<file path="config.mk">
export PLATFORM = sky130hd
export DESIGN_NAME = dly_dataway_slave
export DESIGN_NICKNAME = d
export VERILOG_FILES = /design/src/rtl/dly_dw_pkg.sv /design/src/rtl/dw_cmd_decode.sv /design/src/rtl/dw_code_bank.sv /design/src/rtl/dw_read_mux.sv /design/src/rtl/dly_dataway_slave.sv
export SDC_FILE = /design/constraint.sdc
export NUM_CORES = 1
export LEC_CHECK = 0
export ABC_AREA = 1
export BUFFER_PORTS_ARGS = -buffer_cell sky130_fd_sc_hd__buf_2
export CELL_PAD_IN_SITES_DETAIL_PLACEMENT = 1
export CELL_PAD_IN_SITES_GLOBAL_PLACEMENT = 2
export CORE_MARGIN = 4
export CORE_UTILIZATION = 30
export DETAILED_ROUTE_END_ITERATION = 12
export PLACE_DENSITY_LB_ADDON = 0.15
export SETUP_SLACK_MARGIN = 0.5
export SYNTH_ARGS = -nofsm -noshare
export SYNTH_HDL_FRONTEND = slang
export SYNTH_SLANG_ARGS = --single-unit
</file>
<file path="constraint.sdc">
create_clock -name clk -period 2.77 [get_ports clk]
set_input_delay 0.277 -clock clk [delete_from_list [all_inputs] [get_ports clk]]
set_output_delay 0.277 -clock clk [all_outputs]
set_load 0.01 [all_outputs]
</file>
<file path="src/rtl/dly_dw_pkg.sv">
package dly_dw_pkg;
  localparam int unsigned FN_W = 5;
  localparam logic [FN_W-1:0] FN_READ  = 5'd0;
  localparam logic [FN_W-1:0] FN_WRITE = 5'd16;

  typedef enum logic [1:0] {
    OP_NONE  = 2'd0,
    OP_READ  = 2'd1,
    OP_WRITE = 2'd2
  } dw_op_e;
endpackage

</file>
<file path="src/rtl/dw_cmd_decode.sv">
module dw_cmd_decode
  import dly_dw_pkg::*;
#(
  parameter int unsigned CHANNELS = 16,
  parameter int unsigned ADDR_W   = 4
) (
  input  logic              clk,
  input  logic              rst_n,
  input  logic              stn_sel,
  input  logic [FN_W-1:0]   fcode,
  input  logic [ADDR_W-1:0] subaddr,
  input  logic              strobe1,
  output dw_op_e            op,
  output logic              accept,
  output logic              wr_pulse
);
  logic addr_ok;
  logic strobe1_q;

  // A full address space needs no range check; a partial one does.
  generate
    if (CHANNELS == (1 << ADDR_W)) begin : g_full_space
      assign addr_ok = 1'b1;
    end else begin : g_partial_space
      assign addr_ok = (int'(subaddr) < CHANNELS);
    end
  endgenerate

  always_comb begin
    op = OP_NONE;
    if (stn_sel && addr_ok) begin
      if (fcode == FN_READ)       op = OP_READ;
      else if (fcode == FN_WRITE) op = OP_WRITE;
    end
  end

  assign accept = (op != OP_NONE);

  always_ff @(posedge clk or negedge rst_n) begin
    if (!rst_n) strobe1_q <= 1'b0;
    else        strobe1_q <= strobe1;
  end

  // One write per strobe, on its first sampled high level.
  assign wr_pulse = (op == OP_WRITE) && strobe1 && !strobe1_q;

  AST_WR_SINGLE: assert property (@(posedge clk) disable iff (!rst_n)
    wr_pulse |=> !wr_pulse);
  AST_WR_NEEDS_SEL: assert property (@(posedge clk) disable iff (!rst_n)
    wr_pulse |-> stn_sel && fcode == FN_WRITE);
endmodule

</file>
<file path="src/rtl/dw_code_bank.sv">
module dw_code_bank #(
  parameter int unsigned CHANNELS = 16,
  parameter int unsigned CODE_W   = 8,
  parameter int unsigned ADDR_W   = 4,
  localparam int unsigned BUS_W   = CHANNELS * CODE_W
) (
  input  logic              clk,
  input  logic              rst_n,
  input  logic              clr,
  input  logic              load_all,
  input  logic [CODE_W-1:0] load_val,
  input  logic              wr_en,
  input  logic [ADDR_W-1:0] wr_idx,
  input  logic [CODE_W-1:0] wr_data,
  output logic [BUS_W-1:0]  codes
);
  generate
    for (genvar ch = 0; ch < CHANNELS; ch++) begin : g_chan
      logic hit;
      logic [CODE_W-1:0] code_q;
      assign hit = wr_en && (wr_idx == ADDR_W'(ch));

      always_ff @(posedge clk or negedge rst_n) begin
        if (!rst_n)        code_q <= '0;
        else if (clr)      code_q <= '0;
        else if (load_all) code_q <= load_val;
        else if (hit)      code_q <= wr_data;
      end

      assign codes[ch*CODE_W +: CODE_W] = code_q;
    end
  endgenerate

  AST_INIT_CLEARS: assert property (@(posedge clk) disable iff (!rst_n)
    clr |=> codes == '0);
  AST_TEST_BROADCAST: assert property (@(posedge clk) disable iff (!rst_n)
    (load_all && !clr) |=> codes == {CHANNELS{$past(load_val)}});
  AST_WRITE_LANDS: assert property (@(posedge clk) disable iff (!rst_n)
    (wr_en && !clr && !load_all) |=>
      codes[$past(wr_idx)*CODE_W +: CODE_W] == $past(wr_data));
  AST_HOLD_IDLE: assert property (@(posedge clk) disable iff (!rst_n)
    (!clr && !load_all && !wr_en) |=> $stable(codes));
endmodule

</file>
<file path="src/rtl/dw_read_mux.sv">
module dw_read_mux #(
  parameter int unsigned CHANNELS = 16,
  parameter int unsigned CODE_W   = 8,
  parameter int unsigned ADDR_W   = 4,
  parameter int unsigned DW_W     = 24,
  localparam int unsigned BUS_W   = CHANNELS * CODE_W
) (
  input  logic [BUS_W-1:0]  codes,
  input  logic              rd_en,
  input  logic [ADDR_W-1:0] rd_idx,
  output logic [DW_W-1:0]   rd_data
);
  logic [CODE_W-1:0] picked;

  always_comb begin
    picked = '0;
    for (int i = 0; i < CHANNELS; i++) begin
      if (rd_idx == ADDR_W'(i)) picked = codes[i*CODE_W +: CODE_W];
    end
  end

  // Lines above the code width stay low; nothing drives the bus when idle.
  assign rd_data = rd_en ? {{(DW_W-CODE_W){1'b0}}, picked} : '0;
endmodule

</file>
<file path="src/rtl/dly_dataway_slave.sv">
module dly_dataway_slave
  import dly_dw_pkg::*;
#(
  parameter int unsigned CHANNELS = 16,
  parameter int unsigned CODE_W   = 8,
  parameter int unsigned ADDR_W   = 4,
  parameter int unsigned DW_W     = 24,
  localparam int unsigned BUS_W   = CHANNELS * CODE_W
) (
  input  logic              clk,
  input  logic              rst_n,
  input  logic              stn_sel,
  input  logic [FN_W-1:0]   fcode,
  input  logic [ADDR_W-1:0] subaddr,
  input  logic              strobe1,
  input  logic              init_clr,
  input  logic              inhibit,
  input  logic [DW_W-1:0]   wr_lines,
  output logic [DW_W-1:0]   rd_lines,
  output logic              resp_x,
  output logic              resp_q,
  input  logic              test_load,
  input  logic [CODE_W-1:0] switch_code,
  output logic [BUS_W-1:0]  delay_codes
);
  dw_op_e op;
  logic   accept;
  logic   wr_pulse;

  // Inhibit and the upper write lines are intentionally without effect.
  logic ignored_unused;
  assign ignored_unused = ^{inhibit, wr_lines[DW_W-1:CODE_W]};

  dw_cmd_decode #(
    .CHANNELS(CHANNELS),
    .ADDR_W  (ADDR_W)
  ) u_decode (
    .clk     (clk),
    .rst_n   (rst_n),
    .stn_sel (stn_sel),
    .fcode   (fcode),
    .subaddr (subaddr),
    .strobe1 (strobe1),
    .op      (op),
    .accept  (accept),
    .wr_pulse(wr_pulse)
  );

  dw_code_bank #(
    .CHANNELS(CHANNELS),
    .CODE_W  (CODE_W),
    .ADDR_W  (ADDR_W)
  ) u_bank (
    .clk     (clk),
    .rst_n   (rst_n),
    .clr     (init_clr),
    .load_all(test_load),
    .load_val(switch_code),
    .wr_en   (wr_pulse),
    .wr_idx  (subaddr),
    .wr_data (wr_lines[CODE_W-1:0]),
    .codes   (delay_codes)
  );

  dw_read_mux #(
    .CHANNELS(CHANNELS),
    .CODE_W  (CODE_W),
    .ADDR_W  (ADDR_W),
    .DW_W    (DW_W)
  ) u_rdmux (
    .codes  (delay_codes),
    .rd_en  (op == OP_READ),
    .rd_idx (subaddr),
    .rd_data(rd_lines)
  );

  assign resp_x = accept;
  assign resp_q = accept;

  AST_RD_UPPER_ZERO: assert property (@(posedge clk) disable iff (!rst_n)
    rd_lines[DW_W-1:CODE_W] == '0);
  AST_RD_IDLE_QUIET: assert property (@(posedge clk) disable iff (!rst_n)
    !(stn_sel && fcode == FN_READ) |-> rd_lines == '0);
  AST_NO_SEL_NO_RESP: assert property (@(posedge clk) disable iff (!rst_n)
    !stn_sel |-> !resp_x && !resp_q);
  AST_RESET_MIN: assert property (@(posedge clk)
    $rose(rst_n) |-> delay_codes == '0);
endmodule

</file>
==> flow_summary.json <==
{
  "worst_slew_pin_slew_ns": 0.726,
  "critPathTopFamily": "simple AND/OR/NAND/NOR gates",
  "core_region_area_um2": 21300,
  "finalWeightedCongestion": 0.825,
  "data_required_time_of_the_worst_path_ns": 2.49,
  "outcome": "finished, final reports clean",
  "power.density_nw_per_um2": 628,
  "synth.top_cell.area_share_pct": 49.3,
  "drc": 0,
  "hpwlAfterDp_um": 19000,
  "clkTransAtPathRegs_ns": 0.06,
  "io_pins": 202,
  "grt_pass1_wl_um": 40600,
  "detail_route.iter0.violations": 314,
  "cpMaxStageDelayCell": "sky130_fd_sc_hd__dfrtp_1",
  "period_share_pct": 82.2,
  "grt_setup_unrepaired": "true",
  "cts_htree_levels": 4,
  "yosys.area_share.adder_pct": 0,
  "sequential_element_share_of_the_synthesized_area_pct": 49.3,
  "wl_um": 26400,
  "synth_cells": 879,
  "flow.area_growth_from_synthesis_pct": 30.6,
  "power_leakage_nw": 4.70,
  "fin_nets": 1118,
  "top_area_cells_in_the_synthesized_netlist": "sky130_fd_sc_hd__dfrtp_1 49%, sky130_fd_sc_hd__nand2_1 20%, sky130_fd_sc_hd__nand3_1 8.6%",
  "finalSetupViolCount": 0,
  "synth_mux_area_share_pct": 0,
  "worst_vdd_ir_v": 0.000406,
  "endpoint_kind": "output pin",
  "slew_headroom_pct": 51.6,
  "worst-setup-path-type": "register to output pin",
  "layout_min_cycle_time_ns": 2.28,
  "crit_fanout": 2,
  "numClockSinks": 129,
  "postSynthRegisterBits": 129,
  "design.die.area_um2": 24300,
  "drt.antenna.violating_nets": 0,
  "syn_area_per_cell_um2": 7.46,
  "die_h_um": 156,
  "max_cap_viol_count": 0,
  "die_width_um": 156,
  "synthMostInstantiatedCell": "sky130_fd_sc_hd__nand2_1",
  "fillCellCount": 2689,
  "synth_warnings": 0,
  "final_max_tran_viols": 0,
  "timing.critical_path.cells": "nand3_1, nand3_2, nor2_1, nand4_1, nor2_1, nand4_1, nor2_1, nand4_1, nand2_1, inv_1, buf_2",
  "root_buffer": "sky130_fd_sc_hd__clkbuf_16",
  "yosys.area_share.xor_xnor_pct": 0,
  "finalSetupTns_ns": 0,
  "netlist-cell-type-count": 23,
  "cts_max_path_buffers": 2,
  "grt_start_max_net_pins": 89,
  "routedWlPerCell_um": 19.4,
  "layout-drive-gt1-share_pct": 26.2,
  "reg2reg_slack_ns": 0.99,
  "ys_top_cells_by_count": "350 x sky130_fd_sc_hd__nand2_1, 129 x sky130_fd_sc_hd__dfrtp_1, 113 x sky130_fd_sc_hd__nand3_1, 67 x sky130_fd_sc_hd__inv_1, 52 x sky130_fd_sc_hd__nor2_1",
  "hold_viol_final": 0,
  "synth-compound-area-share_pct": 5.36,
  "syn-cell-area_um2": 6550,
  "synth-edff-count": 0,
  "rr_worst_depth": 5,
  "startpoint_type": "register",
  "first_global_vias": 6698,
  "synth.largest_area_cell": "sky130_fd_sc_hd__dfrtp_1",
  "asyncSetResetFlopFracSynth_pct": 100,
  "grt_use_total_pct": 22.0,
  "worstSkewPairLatency_ns": 0.43,
  "initial_core_util_pct": 30.8,
  "r2r_end": "u_bank.g_chan[4].code_q[2]",
  "main_combinational_cell_family_by_area_after_synthesis": "simple AND/OR/NAND/NOR gates",
  "n_antenna_cell": 0,
  "dr.pass1.iters": 5,
  "synth-simple-area-share_pct": 37.1,
  "gr-total-overflow": 0,
  "std_cell_rows": 53,
  "detail_route.vias_per_cell": 4.86,
  "post-layout-total-power_mw": 5.37,
  "worstHoldPathType": "input pin to asynchronous set/reset pin",
  "dr_total_vias": 6597,
  "r2r_start": "u_decode.strobe1_q",
  "placement.io_buffers": 168,
  "worstPathBufferInverterCount": 2,
  "synthFlopType": "sky130_fd_sc_hd__dfrtp_1",
  "critical-path-max-stage-delay_ns": 0.41,
  "dp_slack_ns": 0.289,
  "worst-endpoint-arrival_ns": 2.00,
  "setup_ws_ns": 0.492,
  "cts_tree": "built",
  "worst_clock_skew_ns": 0.0104,
  "initial_antenna_violation_count": 0,
  "total_cts_buffers": 17,
  "clock.fmax_ghz": 0.439
}
## cells in the final DEF, fill, tap and decap left out
master / netlist / routed
sky130_fd_sc_hd__inv_2: 0 / 1
sky130_fd_sc_hd__a21oi_2: 0 / 1
sky130_fd_sc_hd__clkinv_4: 0 / 2
sky130_fd_sc_hd__bufinv_16: 0 / 3
sky130_fd_sc_hd__buf_12: 0 / 3
sky130_fd_sc_hd__o22ai_1: 1 / 1
sky130_fd_sc_hd__nand2_2: 13 / 16
sky130_fd_sc_hd__nor2_4: 0 / 3
sky130_fd_sc_hd__clkbuf_8: 0 / 5
sky130_fd_sc_hd__nand3_1: 113 / 108
sky130_fd_sc_hd__nand2_1: 350 / 346
sky130_fd_sc_hd__dlygate4sd3_1: 0 / 2
sky130_fd_sc_hd__a21oi_1: 24 / 23
sky130_fd_sc_hd__o21ai_0: 44 / 44
sky130_fd_sc_hd__clkbuf_1: 19 / 2
sky130_fd_sc_hd__clkinvlp_4: 0 / 1
sky130_fd_sc_hd__buf_4: 23 / 33
sky130_fd_sc_hd__conb_1: 1 / 16
sky130_fd_sc_hd__nand2_4: 7 / 8
sky130_fd_sc_hd__nand3_2: 0 / 5
sky130_fd_sc_hd__nand4_1: 20 / 20
sky130_fd_sc_hd__inv_1: 67 / 66
sky130_fd_sc_hd__nor4_4: 1 / 1
sky130_fd_sc_hd__nor2_1: 52 / 41
sky130_fd_sc_hd__clkbuf_16: 0 / 17
sky130_fd_sc_hd__nor3_2: 0 / 3
sky130_fd_sc_hd__o21ai_1: 1 / 1
sky130_fd_sc_hd__buf_2: 1 / 167
sky130_fd_sc_hd__or4_4: 1 / 1
sky130_fd_sc_hd__nor2_2: 4 / 12
sky130_fd_sc_hd__clkinv_2: 0 / 2
sky130_fd_sc_hd__dfrtp_1: 129 / 129
## cell families (layout without fill, tap and decap cells)
| group | count (synthesis) | in the layout |
|---|---|---|
| simple gates | 564 | 564 |
| buf+inv | 115 | 304 |
| other cells | 1 | 16 |
| compound gates | 70 | 70 |
| flops | 129 | 129 |
## worst max-delay path by stage
stage	startpoint	endpoint	slack [ns]	cells past startpoint
floorplan	fcode[1]	rd_lines[0]	0.88	6
global placement	subaddr[2]	rd_lines[0]	0.35	13
detailed placement	subaddr[2]	rd_lines[0]	0.29	13
CTS	u_bank.g_chan[0].code_q[4]	rd_lines[4]	0.46	11
global route	u_bank.g_chan[2].code_q[2]	rd_lines[2]	0.35	11
finish	u_bank.g_chan[0].code_q[4]	rd_lines[4]	0.49	11
## per-stage QoR
step	area (µm²)	instances	util, %	hold slack (ns)
CTS	8520	1357	40.0	0.449
floorplan	6610	894	-	-0.0186
global placement	7750	1315	36.4	0.396
detailed placement	7750	1315	36.4	0.386
finish	8560	1358	40.2	0.451
global route	8560	1358	40.2	0.484
## power by group
part | switching (mW) | total, mW | internal (mW)
Combinational | 0.524 | 0.788 | 0.264
Sequential | 0.137 | 2.17 | 2.03
Clock | 0.878 | 2.41 | 1.54
## per-layer routing
metal / GRT usage [%] / wire length [µm] / part of all wire [%] / vias up
met1: 32.6 / 12900 / 49 / 3255
li1: - / - / - / 3161
met3: 3.11 / 1160 / 4.4 / 21
met2: 34.3 / 12100 / 46 / 160
met4: 5.04 / 274 / 1.0 / 0
met5: 0 / 0 / 0 / -
## state kept, by name, indices dropped and copies added (netlist names)
register,count
u_bank.g_chan.code_q,128
u_decode.strobe1_q,1
## area by class of cell
type / instances / area [µm²] / area share (%)
timing repair buffer: 205 / 1160 / 13.6
clock inverter: 8 / 125 / 1.46
inverter: 67 / 251 / 2.94
tap: 275 / 344 / 4.02
multi-input combinational: 650 / 2950 / 34.4
clock buffer: 24 / 502 / 5.86
sequential: 129 / 3230 / 37.7
## repair_timing
action,in CTS,in global routing
setup buffers,8,1
hold endpoints to repair,49,0
hold buffers,2,0
pin swaps,7,4
gates resized for setup,14,12
endpoints found under the setup margin,8,8
Power figures use the tool's default switching activity.
